[config.mk]
export PLATFORM = sky130hd
export DESIGN_NAME = pll_ctrl_reg
export DESIGN_NICKNAME = d
export VERILOG_FILES = /design/src/rtl/pctl_pkg.sv /design/src/rtl/pctl_sync.sv /design/src/rtl/pctl_toggle.sv /design/src/rtl/pctl_core.sv /design/src/rtl/pll_ctrl_reg.sv
export SDC_FILE = /design/constraint.sdc
export NUM_CORES = 1
export LEC_CHECK = 0
export CAP_MARGIN = 5
export CELL_PAD_IN_SITES_DETAIL_PLACEMENT = 0
export CELL_PAD_IN_SITES_GLOBAL_PLACEMENT = 2
export CORE_ASPECT_RATIO = 1.4
export CORE_MARGIN = 2
export CORE_UTILIZATION = 21
export CTS_BUF_LIST = sky130_fd_sc_hd__clkbuf_4 sky130_fd_sc_hd__clkbuf_8
export CTS_CLUSTER_DIAMETER = 60
export DETAILED_ROUTE_END_ITERATION = 7
export PLACE_DENSITY_LB_ADDON = 0.1
export RECOVER_POWER = 25
export SLEW_MARGIN = 40
export SYNTH_ARGS = -nofsm -noshare
export SYNTH_HDL_FRONTEND = slang
export SYNTH_SLANG_ARGS = --single-unit
[constraint.sdc]
create_clock -name clk -period 2.33 [get_ports clk]
set_input_delay 0.233 -clock clk [delete_from_list [all_inputs] [get_ports clk]]
set_output_delay 0.233 -clock clk [all_outputs]
set_load 0.01 [all_outputs]
[src/rtl/pctl_pkg.sv]
package pctl_pkg;
  localparam int REG_W      = 8;
  localparam int BIT_IE     = 7;
  localparam int BIT_FLAG   = 6;
  localparam int BIT_PLLON  = 5;
  localparam int BIT_CSEL   = 4;
  localparam int UNIMP_W    = 4;
  typedef struct packed {
    logic               ie;
    logic               flag;
    logic               pll_on;
    logic               csel;
    logic [UNIMP_W-1:0] unimp;
  } pctl_view_t;
endpackage

[src/rtl/pctl_sync.sv]
module pctl_sync #(
  parameter int STAGES = 2
) (
  input  logic clk,
  input  logic rst_n,
  input  logic d_i,
  output logic q_o
);
  logic [STAGES-1:0] chain;
  generate
    genvar g;
    for (g = 0; g < STAGES; g++) begin : g_stage
      if (g == 0) begin : g_first
        always_ff @(posedge clk or negedge rst_n)
          if (!rst_n) chain[0] <= 1'b0;
          else        chain[0] <= d_i;
      end else begin : g_next
        always_ff @(posedge clk or negedge rst_n)
          if (!rst_n) chain[g] <= 1'b0;
          else        chain[g] <= chain[g-1];
      end
    end
  endgenerate
  assign q_o = chain[STAGES-1];
endmodule

[src/rtl/pctl_toggle.sv]
module pctl_toggle (
  input  logic clk,
  input  logic rst_n,
  input  logic lvl_i,
  output logic toggle_o
);
  logic lvl_d;
  always_ff @(posedge clk or negedge rst_n)
    if (!rst_n) lvl_d <= 1'b0;
    else        lvl_d <= lvl_i;
  assign toggle_o = lvl_i ^ lvl_d;
endmodule

[src/rtl/pctl_core.sv]
module pctl_core
  import pctl_pkg::*;
#(
  parameter int               ADDR_W   = 8,
  parameter logic [ADDR_W-1:0] REG_ADDR = 8'h38
) (
  input  logic              clk,
  input  logic              rst_n,
  input  logic [ADDR_W-1:0] addr_i,
  input  logic              rd_i,
  input  logic              wr_i,
  input  logic [REG_W-1:0]  wdata_i,
  output logic [REG_W-1:0]  rdata_o,
  input  logic              toggle_i,
  input  logic              auto_i,
  output logic              ie_o,
  output logic              flag_o,
  output logic              pll_on_o,
  output logic              csel_o,
  output logic              irq_o
);
  logic rd_hit, wr_hit;
  logic ie_q, flag_q, pll_q, csel_q, irq_q;
  logic ie_n, flag_n;
  pctl_view_t view;

  assign rd_hit = rd_i && (addr_i == REG_ADDR);
  assign wr_hit = wr_i && (addr_i == REG_ADDR);

  always_comb begin
    ie_n   = 1'b0;
    flag_n = 1'b0;
    if (auto_i) begin
      ie_n   = wr_hit ? wdata_i[BIT_IE] : ie_q;
      flag_n = toggle_i | (flag_q & ~rd_hit);
    end
  end

  always_ff @(posedge clk or negedge rst_n)
    if (!rst_n) begin
      ie_q   <= 1'b0;
      flag_q <= 1'b0;
      pll_q  <= 1'b1;
      csel_q <= 1'b0;
      irq_q  <= 1'b0;
    end else begin
      ie_q   <= ie_n;
      flag_q <= flag_n;
      irq_q  <= ie_n & flag_n;
      if (wr_hit) begin
        pll_q  <= wdata_i[BIT_PLLON];
        csel_q <= wdata_i[BIT_CSEL];
      end
    end

  always_comb begin
    view.ie     = ie_q & auto_i;
    view.flag   = flag_q & auto_i;
    view.pll_on = pll_q;
    view.csel   = csel_q;
    view.unimp  = '1;
  end

  assign rdata_o  = rd_hit ? view : '0;
  assign ie_o     = ie_q;
  assign flag_o   = flag_q;
  assign pll_on_o = pll_q;
  assign csel_o   = csel_q;
  assign irq_o    = irq_q;
endmodule

[src/rtl/pll_ctrl_reg.sv]
module pll_ctrl_reg #(
  parameter int               ADDR_W      = 8,
  parameter logic [ADDR_W-1:0] REG_ADDR    = 8'h38,
  parameter int               SYNC_STAGES = 2
) (
  input  logic              clk,
  input  logic              rst_n,
  input  logic [ADDR_W-1:0] addr_i,
  input  logic              rd_i,
  input  logic              wr_i,
  input  logic [7:0]        wdata_i,
  output logic [7:0]        rdata_o,
  input  logic              lock_i,
  input  logic              auto_bw_i,
  output logic              pll_on_o,
  output logic              clk_sel_o,
  output logic              irq_o
);
  logic lock_s, lock_tgl, ie_st, flag_st;

  pctl_sync #(.STAGES(SYNC_STAGES)) u_sync (
    .clk(clk), .rst_n(rst_n), .d_i(lock_i), .q_o(lock_s)
  );

  pctl_toggle u_tgl (
    .clk(clk), .rst_n(rst_n), .lvl_i(lock_s), .toggle_o(lock_tgl)
  );

  pctl_core #(.ADDR_W(ADDR_W), .REG_ADDR(REG_ADDR)) u_core (
    .clk(clk), .rst_n(rst_n), .addr_i(addr_i), .rd_i(rd_i), .wr_i(wr_i),
    .wdata_i(wdata_i), .rdata_o(rdata_o), .toggle_i(lock_tgl),
    .auto_i(auto_bw_i), .ie_o(ie_st), .flag_o(flag_st),
    .pll_on_o(pll_on_o), .csel_o(clk_sel_o), .irq_o(irq_o)
  );
endmodule

---- Word level (Yosys, flattened, before mapping) ----
Cells that the tools add are included.
operators by class
  equality and inequality tests ........... 1
  shift-type cells ........................ 0
  mux-type cells .......................... 4
  reduce and logical (&&, ||, !) cells .... 2
  multiply operators ...................... 0
  add/subtract/negate cells ............... 0
  $lt $le $gt $ge ......................... 0
  bitwise operators ....................... 7
  div/mod/pow operators ................... 0
operator list
  cell                                                  number
  equality test 8 x 6 -> 1 bit (second input constant)  1
  2-to-1 mux 8 bit                                      1
  bitwise AND 1 bit                                     4
  2-to-1 mux 1 bit                                      3
  logical AND 1 bit                                     2
  inverter 1 bit                                        1
  OR 1 bit                                              1
  XOR 1 bit                                             1
word-level totals
  memories ................................ 0
  latch bits .............................. 0
  bits in writable memories ............... 0
  word-level logic and storage cells ...... 22
  register bits after elaboration ......... 8
  memory bits (read-only) ................. 0
  output and inout port bits .............. 11
  input bits .............................. 22

---- Logic depth before layout (Yosys ltp) ----
  word-level depth ........................ 7
  depth in mapped cells ................... 3
  mapped depth without buffers ............ 3

---- By module ----
A second synthesis with hierarchy kept.
second synthesis, totals
  cell total of the unflattened synthesis .. 36
  area, all modules ....................... 444.2 um^2
by module, submodules not included
  module       cells each  area an instance (um^2)  times used  seq. area each (um^2)
  pctl_core    32          360.3                    1           126.4
  pctl_sync    2           50.0                     1           50.0
  pctl_toggle  2           33.8                     1           25.0

---- Worst setup path after synthesis ----
No wires, ideal clock.
  path type ............................... input -> output
  start ................................... in addr_i[7]
  end ..................................... out rdata_o[6]
  path slack .............................. 0.850 ns
  data required time ...................... 2.097 ns
  arrival ................................. 1.247 ns
  cell stages on the path ................. 3
  path through ............................ or4b_4 > nor3_4 > and3_1
between the ends
  cells in the longest elaborated chain, start to end .. 3
RTL lines
  element                       line                text
  start: declaration            pll_ctrl_reg.sv:8   input logic [ADDR_W-1:0] addr_i,
  equality test 8 x 6 -> 1 bit  pctl_core.sv:27     assign rd_hit = rd_i && (addr_i == REG_ADDR);
  logical AND 1 bit             pctl_core.sv:27
  via u_core.rd_hit             pctl_core.sv:22     logic rd_hit, wr_hit;
  2-to-1 mux 8 bit              pctl_core.sv:64     assign rdata_o = rd_hit ? view : '0;
  end: declaration              pll_ctrl_reg.sv:12  output logic [7:0] rdata_o,
The timed path passes the listed nets, and every way through them passes these cells.

---- Worst setup path after layout ----
  start ................................... in addr_i[7]
  end ..................................... out rdata_o[5]
between the ends
  cells in the longest elaborated chain, start to end .. 3
RTL lines
  element                       line
  equality test 8 x 6 -> 1 bit  pctl_core.sv:27
  logical AND 1 bit             pctl_core.sv:27
  2-to-1 mux 8 bit              pctl_core.sv:64
No other way between the ends.

==> run metrics <==
CTS H-tree depth 1; RSZ-0062 raised after global routing false; Std-Cell Rows 19; pre-CTS setup slack -0.125 ns; via/cell ratio between 4 and 5; Clock Pin Slew Worst Setup and Hold Paths 0.06 ns; layout cells sized above 1 0.284; area leader, netlist dfrtp_1; pwr/cell area approximately 420 nW/um^2; number of DRC markers after the initial detailed-route iteration 3; number of CTS-inserted buffers 3; Syn Nets 57; Avg Synthesized Cell Area ~13 sq um; Total GRT Usage 0.0887; synthesized cell area about 450 sq um; root buffer cell clkbuf_4; count of cell types in the netlist 21; non-filler instance count after layout 88; die width 43.3 um; total die area 2550 sq um; Fillers ~210; outcome finished, final reports clean; Hold Fails Final Rpt 0; fmax roughly 450 MHz; worst setup path start addr_i[7]; Total Power ~330 uW; Routed WL 1030 um; worst r2r dst u_core.ie_o$_DFF_PN0_; synth top area cells dfrtp_1 (39%), buf_4 (6.6%), nand4bb_4 (6.1%); Max-cap violations 0; largest net degree at the start of global routing 9; Seq/Total Area, Yosys 0.445; Slew @ Worst Pin between 0.3 and 0.4 ns; worst r2r path cells 3; Sinks on Clock Net 8; max-slew violations 0; initial antenna violation count 0; commonest non-fill, non-tap cell in the layout clkdlybuf4s50_1; via count around 390; routed len/inst between 10 and 15 um; Final Setup Violations 0; CP Class in -> out; number of cells after detailed placement 82; Worst EP required 2.10 ns; r2r startpoint u_core.ie_o$_DFF_PN0_; critical path launch point type input pin; vias in the first global route approximately 380; diode count 0; worst skew pair latency between 0.2 and 0.3 ns; crit share post-route 0.945; leakage power total about 0.40 nW; Worst slew margin 0.740; first-pass GRT wire length between 1500 and 2000 um; endpoint class of the critical path primary output; highest-count cells in the layout ignoring fill and taps clkdlybuf4s50_1 (17), dfrtp_1 (7), dlygate4sd2_1 (6); critical path cell sequence clkdlybuf4s50_1 -> or4b_4 -> nor3_4 -> buf_4 -> and2_1 -> dlygate4sd2_1; top-area cell type share of the netlist area 0.387; starting density of the core 0.227; Worst path max stage delay around 0.57 ns; Port-buffer cells 27; first-pass iteration count of the detailed router 4; crit path DAT between 1.5 and 2 ns; CP Max Fanout 6; Tmin final 2.20 ns; nets@finish 90; worst hold path type in -> async; Detail Route Antenna Nets 0; clock skew ~0.013 ns; height of the die a little under 60 um; Ports 33; worst setup margin ~0.13 ns; Synth Register Bits 8; CTS tree yes; global route total overflow 0; floorplan core area ~2000 sq um; IR drop worst, VDD 0.261 mV; Layout area overhead 73.2%; Gate Count Post-Synth 35; DRC 0; Final GP Congestion approximately 0.61; r2r setup slk between 1 and 1.5 ns; Synthesis Warnings 0; Max clock buf depth 2; CP max-delay cell or4b_4
[how the worst max path moves through the flow]
| stage | to |
|---|---|
| global placement | rdata_o[7] |
| detailed placement | rdata_o[7] |
| global route | rdata_o[5] |
| floorplan | rdata_o[6] |
| finish | rdata_o[5] |
| CTS | rdata_o[2] |
[registers in the layout, indices dropped and copies added (netlist names)]
| name | cells |
|---|---|
| u_sync.chain | 1 |
| u_core.pll_on_o | 1 |
| u_core.csel_o | 1 |
| u_sync.q_o | 1 |
| u_tgl.lvl_d | 1 |
| u_core.flag_o | 1 |
| u_core.ie_o | 1 |
| u_core.irq_o | 1 |
[kinds of logic after synthesis]
group,count (synthesis),synth area share
multiplexers,2,0.0497
AND/OR/NAND/NOR,14,0.312
AO/OA/AOI/OAI,4,0.0912
buffers and inverters,6,0.0829
flip-flops,8,0.445
XOR/XNOR,1,0.0193
[report_power, final]
| group | switching (mW) | total [mW] | internal, mW |
|---|---|---|---|
| clock | 0.0460 | 0.123 | 0.0770 |
| sequential | 0.00318 | 0.149 | 0.146 |
| combinational | 0.0194 | 0.0551 | 0.0357 |
[worst max-delay path, delay by kind of cell]
family                 cells  cell delay [ns]
AND/OR/NAND/NOR            3             0.89
buffers and inverters      3             0.84
[metrics by stage]
stage / TNS [ns] / utilization / hold WS, ns / cell area (sq um)
2_1_floorplan: 0 / - / -0.0626 / 453
3_3_place_gp: -0.599 / 0.372 / 0.334 / 742
3_5_place_dp: -0.606 / 0.372 / 0.346 / 742
4_1_cts: 0 / 0.387 / 0.250 / 772
5_1_grt: 0 / 0.393 / 0.325 / 785
6_report: 0 / 0.393 / 0.318 / 785
[cell type report]
type	instances	area, sq um	share of cell area
clock buffer	4	30.0	0.0383
inverter	2	7.51	0.00957
multi-input combinational	21	214	0.273
sequential	8	201	0.257
tap	21	26.3	0.0335
timing repair buffer	32	305	0.389
[layer usage]
| metal | share of wire | global-route usage | wire length (um) |
|---|---|---|---|
| met5 | 0 | 0 | 0 |
| met4 | 0 | 0.0519 | 0 |
| met3 | 0.078 | 0.0307 | 80 |
| met2 | 0.55 | 0.145 | 567 |
| met1 | 0.37 | 0.0985 | 382 |
[Yosys cell counts]
library cell / instances
dfrtp_1: 7
buf_4: 4
and2_1: 2
and3_1: 2
inv_1: 2
mux2_2: 2
nand2_1: 2
a21boi_0: 1
a2bb2oi_2: 1
a31oi_1: 1
dfstp_2: 1
nand3_1: 1
nand4bb_4: 1
nor3_4: 1
nor4_4: 1
nor4b_1: 1
nor4bb_1: 1
o31ai_2: 1
or2_2: 1
or4b_4: 1
xnor2_1: 1
[what timing repair did]
| action | in CTS | in global routing |
|---|---|---|
| endpoints found under the setup margin | 7 | 2 |
| buffers inserted | 1 | 1 |
| hold buffers | 0 | 0 |
| gates resized for setup | 6 | 2 |
| hold endpoints to repair | 0 | 0 |
Power figures use the tool's default switching activity.
